File: src/rtl/gsc_pkg.sv
package gsc_pkg;

   // Byte width of one configuration lane
   localparam int unsigned LANE_BITS = 8;

   // Pull one byte lane out of a configuration data word
   function automatic logic [LANE_BITS-1:0] lane_of(input logic [31:0] word,
                                                    input int unsigned lane);
      return word[lane*LANE_BITS +: LANE_BITS];
   endfunction

   // Per-pin command decoded from the two nibbles
   typedef enum logic [1:0] {
      PIN_HOLD  = 2'b00,
      PIN_CLEAR = 2'b01,
      PIN_SET   = 2'b10
   } pin_cmd_e;

endpackage

File: src/rtl/gsc_cfg_decode.sv
module gsc_cfg_decode #(
   parameter int unsigned ADDR_W     = 8,
   parameter int unsigned BE_W       = 4,
   parameter int unsigned DWORD_ADDR = 'h64,
   parameter int unsigned LANE       = 1
) (
   input  logic              cfg_wr,
   input  logic              cfg_rd,
   input  logic [ADDR_W-1:0] cfg_addr,
   input  logic [BE_W-1:0]   cfg_be_n,
   output logic              wr_hit,
   output logic              rd_hit
);
   localparam logic [ADDR_W-1:0] MATCH = DWORD_ADDR[ADDR_W-1:0];

   initial begin
      if (ADDR_W < 3) $error("gsc_cfg_decode: ADDR_W too small");
      if (LANE >= BE_W) $error("gsc_cfg_decode: LANE outside byte enables");
      if (MATCH[1:0] != 2'b00) $error("gsc_cfg_decode: DWORD_ADDR not dword aligned");
   end

   logic addr_match;
   assign addr_match = (cfg_addr[ADDR_W-1:2] == MATCH[ADDR_W-1:2]);
   assign wr_hit     = cfg_wr & addr_match & ~cfg_be_n[LANE];
   assign rd_hit     = cfg_rd & addr_match;
endmodule

File: src/rtl/gsc_pin_cell.sv
module gsc_pin_cell
   import gsc_pkg::*;
#(
   parameter bit SET_WINS = 1'b1
) (
   input  logic clk,
   input  logic rst_n,
   input  logic wr_hit,
   input  logic set_bit,
   input  logic clr_bit,
   output logic pin_q
);
   pin_cmd_e cmd;

   generate
      if (SET_WINS) begin : g_set_priority
         always_comb begin
            if (!wr_hit)      cmd = PIN_HOLD;
            else if (set_bit) cmd = PIN_SET;
            else if (clr_bit) cmd = PIN_CLEAR;
            else              cmd = PIN_HOLD;
         end
      end else begin : g_clr_priority
         always_comb begin
            if (!wr_hit)      cmd = PIN_HOLD;
            else if (clr_bit) cmd = PIN_CLEAR;
            else if (set_bit) cmd = PIN_SET;
            else              cmd = PIN_HOLD;
         end
      end
   endgenerate

   always_ff @(posedge clk or negedge rst_n) begin
      if (!rst_n) begin
         pin_q <= 1'b0;
      end else begin
         case (cmd)
            PIN_SET:   pin_q <= 1'b1;
            PIN_CLEAR: pin_q <= 1'b0;
            default:   pin_q <= pin_q;
         endcase
      end
   end

   // R3 set drives the pin high on the next cycle
   p_set_high_r3: assert property (@(posedge clk) disable iff (!rst_n)
      (wr_hit && set_bit && (SET_WINS || !clr_bit)) |=> pin_q);
   // R2 clear drives the pin low on the next cycle
   p_clr_low_r2: assert property (@(posedge clk) disable iff (!rst_n)
      (wr_hit && clr_bit && (!SET_WINS || !set_bit)) |=> !pin_q);
   // R4 zeros in both nibbles keep the pin
   p_zero_hold_r4: assert property (@(posedge clk) disable iff (!rst_n)
      (wr_hit && !set_bit && !clr_bit) |=> $stable(pin_q));
   // R1 no selected write, no change
   p_idle_hold_r1: assert property (@(posedge clk) disable iff (!rst_n)
      !wr_hit |=> $stable(pin_q));
endmodule

File: src/rtl/gsc_field_shadow.sv
module gsc_field_shadow #(
   parameter int unsigned W = 8
) (
   input  logic         clk,
   input  logic         rst_n,
   input  logic         wr_hit,
   input  logic [W-1:0] wdata,
   output logic [W-1:0] q
);
   initial begin
      if (W == 0) $error("gsc_field_shadow: W must be nonzero");
   end

   always_ff @(posedge clk or negedge rst_n) begin
      if (!rst_n)      q <= '0;
      else if (wr_hit) q <= wdata;
   end

   // R8 readback holds the byte of the last selected write
   p_shadow_load_r8: assert property (@(posedge clk) disable iff (!rst_n)
      wr_hit |=> (q == $past(wdata)));
   p_shadow_keep_r8: assert property (@(posedge clk) disable iff (!rst_n)
      !wr_hit |=> $stable(q));
endmodule

File: src/rtl/gpio_setclr_reg.sv
module gpio_setclr_reg
   import gsc_pkg::*;
#(
   parameter int unsigned ADDR_W     = 8,
   parameter int unsigned DATA_W     = 32,
   parameter int unsigned NPINS      = 4,
   parameter int unsigned DWORD_ADDR = 'h64,
   parameter int unsigned LANE       = 1,
   parameter bit          SET_WINS   = 1'b1
) (
   input  logic              clk,
   input  logic              rst_n,
   input  logic              cfg_wr,
   input  logic              cfg_rd,
   input  logic [ADDR_W-1:0] cfg_addr,
   input  logic [3:0]        cfg_be_n,
   input  logic [DATA_W-1:0] cfg_wdata,
   output logic [DATA_W-1:0] cfg_rdata,
   input  logic [NPINS-1:0]  dir,
   output logic [NPINS-1:0]  gpio_out,
   output logic [NPINS-1:0]  gpio_oe
);
   localparam int unsigned BE_W    = DATA_W / LANE_BITS;
   localparam int unsigned LANE_LO = LANE * LANE_BITS;
   localparam int unsigned CLR_LSB = LANE_LO;
   localparam int unsigned SET_LSB = LANE_LO + NPINS;

   initial begin
      if (DATA_W != 32) $error("gpio_setclr_reg: DATA_W must be 32");
      if (2 * NPINS > LANE_BITS) $error("gpio_setclr_reg: both nibbles must fit in one lane");
      if (LANE >= BE_W) $error("gpio_setclr_reg: LANE outside the dword");
   end

   logic                 wr_hit;
   logic                 rd_hit;
   logic [LANE_BITS-1:0] wr_byte;
   logic [LANE_BITS-1:0] shadow_q;
   logic [NPINS-1:0]     set_nib;
   logic [NPINS-1:0]     clr_nib;

   gsc_cfg_decode #(
      .ADDR_W    (ADDR_W),
      .BE_W      (4),
      .DWORD_ADDR(DWORD_ADDR),
      .LANE      (LANE)
   ) u_decode (
      .cfg_wr  (cfg_wr),
      .cfg_rd  (cfg_rd),
      .cfg_addr(cfg_addr),
      .cfg_be_n(cfg_be_n),
      .wr_hit  (wr_hit),
      .rd_hit  (rd_hit)
   );

   assign wr_byte = cfg_wdata[LANE_LO +: LANE_BITS];
   assign clr_nib = cfg_wdata[CLR_LSB +: NPINS];
   assign set_nib = cfg_wdata[SET_LSB +: NPINS];

   generate
      for (genvar i = 0; i < NPINS; i++) begin : g_pin
         gsc_pin_cell #(.SET_WINS(SET_WINS)) u_cell (
            .clk    (clk),
            .rst_n  (rst_n),
            .wr_hit (wr_hit),
            .set_bit(set_nib[i]),
            .clr_bit(clr_nib[i]),
            .pin_q  (gpio_out[i])
         );
      end
   endgenerate

   gsc_field_shadow #(.W(LANE_BITS)) u_shadow (
      .clk   (clk),
      .rst_n (rst_n),
      .wr_hit(wr_hit),
      .wdata (wr_byte),
      .q     (shadow_q)
   );

   // Pins marked input-only are never driven
   assign gpio_oe = dir;

   always_comb begin
      cfg_rdata = '0;
      if (rd_hit) cfg_rdata[LANE_LO +: LANE_BITS] = shadow_q;
   end

   // R5 outputs move only on the clock after a selected write
   p_out_after_write_r5: assert property (@(posedge clk) disable iff (!rst_n)
      !$past(wr_hit) |-> $stable(gpio_out));
   // R8 nothing on the read bus without a selected read
   p_rdata_quiet_r8: assert property (@(posedge clk) disable iff (!rst_n)
      !rd_hit |-> (cfg_rdata == '0));
   // R7 data survives a direction change
   p_dir_no_data_r7: assert property (@(posedge clk) disable iff (!rst_n)
      (!wr_hit && (dir != $past(dir))) |=> $stable(gpio_out));
endmodule

File: config.mk
export PLATFORM = sky130hd
export DESIGN_NAME = gpio_setclr_reg
export DESIGN_NICKNAME = d
export VERILOG_FILES = /design/src/rtl/gsc_pkg.sv /design/src/rtl/gsc_cfg_decode.sv /design/src/rtl/gsc_pin_cell.sv /design/src/rtl/gsc_field_shadow.sv /design/src/rtl/gpio_setclr_reg.sv
export SDC_FILE = /design/constraint.sdc
export NUM_CORES = 1
export LEC_CHECK = 0
export ABC_AREA = 1
export BUFFER_PORTS_ARGS = -buffer_cell sky130_fd_sc_hd__buf_4
export CORE_MARGIN = 4
export CORE_UTILIZATION = 38
export CTS_CLUSTER_DIAMETER = 120
export CTS_CLUSTER_SIZE = 10
export DETAILED_ROUTE_END_ITERATION = 10
export PLACE_DENSITY = 0.88
export SETUP_SLACK_MARGIN = 0.15
export SLEW_MARGIN = 20
export SYNTH_ARGS = -nofsm -noshare
export SYNTH_HDL_FRONTEND = slang
export SYNTH_SLANG_ARGS = --single-unit
File: constraint.sdc
create_clock -name clk -period 1.4 [get_ports clk]
set_input_delay 0.35 -clock clk [delete_from_list [all_inputs] [get_ports clk]]
set_output_delay 0.35 -clock clk [all_outputs]
set_load 0.02 [all_outputs]
==> metrics <==
I/O pin count=92; H-tree lvl count=1; Hold Violations, Final=0; vias per cell=4.301; TritonCTS Buffers=3; HP Start=cfg_wdata[8]; Register-to-Register Path Depth=2; gr ovfl total=0; worst vdd ir=0.4350 mV; area growth from synthesis to layout=34.46%; final setup vio count=8; CTS tree=yes; die area=0.003279 sq mm; Clock Sinks=12; PortBufs=30; Clock power frac=30.2%; number of global-route vias before repair=743; CP max FO=8; Syn Area/Cell=8.383 sq um; CP required=1050 ps; ant diodes=0; vias post-DR=744; placed cell area=0.001121 sq mm; aggregate routed wire length=2019 um; Starting DRT DRC Count=9; DP HPWL=1572 um; post-synth top area share=32.56%; # Max-Cap Violations=0; Detail Route Antenna Nets=0; share of cells above drive strength 1=40.69%; Logic pwr share=26.6%; R2R Path Start=g_pin[2].u_cell.pin_q; final worst path period need=1496 ps; first-pass GRT wire length=3277 um; Post-synth ARST share=100.0%; Hold Path Sink=u_shadow.q[0]; Seq pwr share=43.2%; Min-Delay Path Depth=3; PwrDens=739.2 mW/mm^2; Hold Crit Class=in2reg; sw power=292.7 uW; Die Y=57.26 um; Die Wd=57.26 um; Pleak=0.6480 nW; Distinct cells, synth=14; final setup margin=-96.14 ps; Seq/Total Area, Yosys=32.56%; WS Path Type=in2out; Top FF cell, synth=dfrtp_1; drt first pass iters=4; Setup crit end kind=output port; Synth Register Bits=12; Worst Path Arrival=1150 ps; outcome=finished with violations; Fmax achieved=668.4 MHz; RSZ-0062 raised after global routing=yes; Reg2Reg Capture Point=g_pin[2].u_cell.pin_q; worst hold slack=367.1 ps; switching share of power=31.93%; clk root buf=clkbuf_4; critical path startpoint category=primary input; CTS clk-pin slew, worst paths=80 ps; Place WS=-184.7 ps; Clk Latency, worst-skew pair=270 ps; drc violations=0; GRT Util Overall=12.92%; Pwr Total=916.5 uW; final period utilization=106.9%; Core Region=0.002255 sq mm; initial antenna violation count=0; Syn Inst Count=110; top cells by area, synth=dfrtp_1 33%, buf_4 26%, nand2_1 8.1%; row count=17; Max clock buf depth=2; Avg WL per Cell=11.67 um; fin area=0.001240 sq mm; most frequent cells after synthesis=32 x buf_4, 20 x nand2_1, 12 x dfrtp_1; Starting Density=40.90%; post-layout util=54.99%; failing checks=setup timing; Post-synth EDFFs=0; # nets final=202; Synth Cell Area=922.1 sq um; GP Congestion=0.7770; Yosys warning count=0; Max Slew Vio Count=0; most common cell in the synthesized netlist=buf_4; largest net degree at the start of global routing=13; reg2reg setup slack=780 ps; total internal power=623.8 uW; cell taking the most area after synthesis=dfrtp_1; Clock Skew=0 ps
critical path, stage by stage:
cell and delay, ps:
buf_6 90, inv_4 40, nand2_4 60, nor2_8 120, nand3_4 200, nor2_2 150, buf_6 130
cells by family (layout without fill, tap and decap cells):
logic type,Yosys count,in the layout,share of synthesized area (%)
flip-flops,12,12,32.56
AND/OR/NAND/NOR,47,47,29.31
other,1,24,0.4067
AO/OA/AOI/OAI,4,4,2.171
buffers and inverters,42,54,30.12
adder cells (fa/ha/maj),4,4,5.428
registers in the layout, indices dropped and copies added (netlist names):
name and flops:
g_pin.u_cell.pin_q 4, u_shadow.q 8
cell type report:
| cell class | instances | area (sq um) |
|---|---|---|
| clock buffers | 4 | 36.28 |
| fillers | 205 | 1015 |
| inverters | 10 | 40.04 |
| multi-input cells | 79 | 475.5 |
| flip-flops and latches | 12 | 300.3 |
| well taps | 28 | 35.03 |
| repair buffers | 40 | 352.8 |
through the flow:
stage          std cells  setup TNS, ps
6_report             173         -705.5
3_3_place_gp         166          -1524
4_1_cts              173         -858.8
3_5_place_dp         166          -1915
2_1_floorplan        133              0
5_1_grt              173          -1160
how the worst max path moves through the flow:
stage	startpoint	endpoint	slack, ps	cells past startpoint
floorplan	cfg_addr[7]	cfg_rdata[10]	70	3
global placement	cfg_addr[4]	cfg_rdata[10]	-150	7
detailed placement	cfg_addr[4]	cfg_rdata[11]	-180	7
CTS	cfg_addr[3]	cfg_rdata[13]	-110	6
global route	cfg_addr[4]	cfg_rdata[8]	-160	7
finish	cfg_addr[4]	cfg_rdata[8]	-100	7
repair_timing:
item | in CTS | in global routing
hold buffers | 1 | 0
setup buffers | 2 | 0
pin swaps | 10 | 5
endpoints found under the setup margin | 9 | 12
gates cloned | 0 | 0
hold endpoints to repair | 12 | 0
resized for setup | 12 | 2
cell usage in the layout (no fill, tap or decap):
cell / n
dlygate4sd3_1: 1
nand2_4: 2
nor2_4: 7
nand4_1: 8
nor2_2: 3
clkbuf_8: 1
buf_6: 10
conb_1: 24
buf_4: 28
buf_12: 1
clkbuf_4: 3
dfrtp_1: 12
nor2_1: 4
nor2_8: 1
inv_1: 9
nand3_4: 2
ha_1: 4
o21ai_0: 4
inv_4: 1
nand2_1: 20
power groups by stage:
stage	sequential [mW]	combinational [mW]	clock (mW)
finish	0.396	0.244	0.277
global route	0.401	0.263	0.300
global placement	0.402	0.221	0
detailed placement	0.403	0.228	0
floorplan	0.398	0.222	0
CTS	0.396	0.241	0.292
routing by layer:
metal  up-vias  wire length [um]  share of wire, %  track usage (%)
met4         0                 0                 0            5.298
li1        364                 -                 -                -
met5         -                 0                 0                0
met1       352               632                31            11.74
met3         0               170               8.4            3.167
met2        28              1215                60            26.43
(Power assumes the default switching activity.)
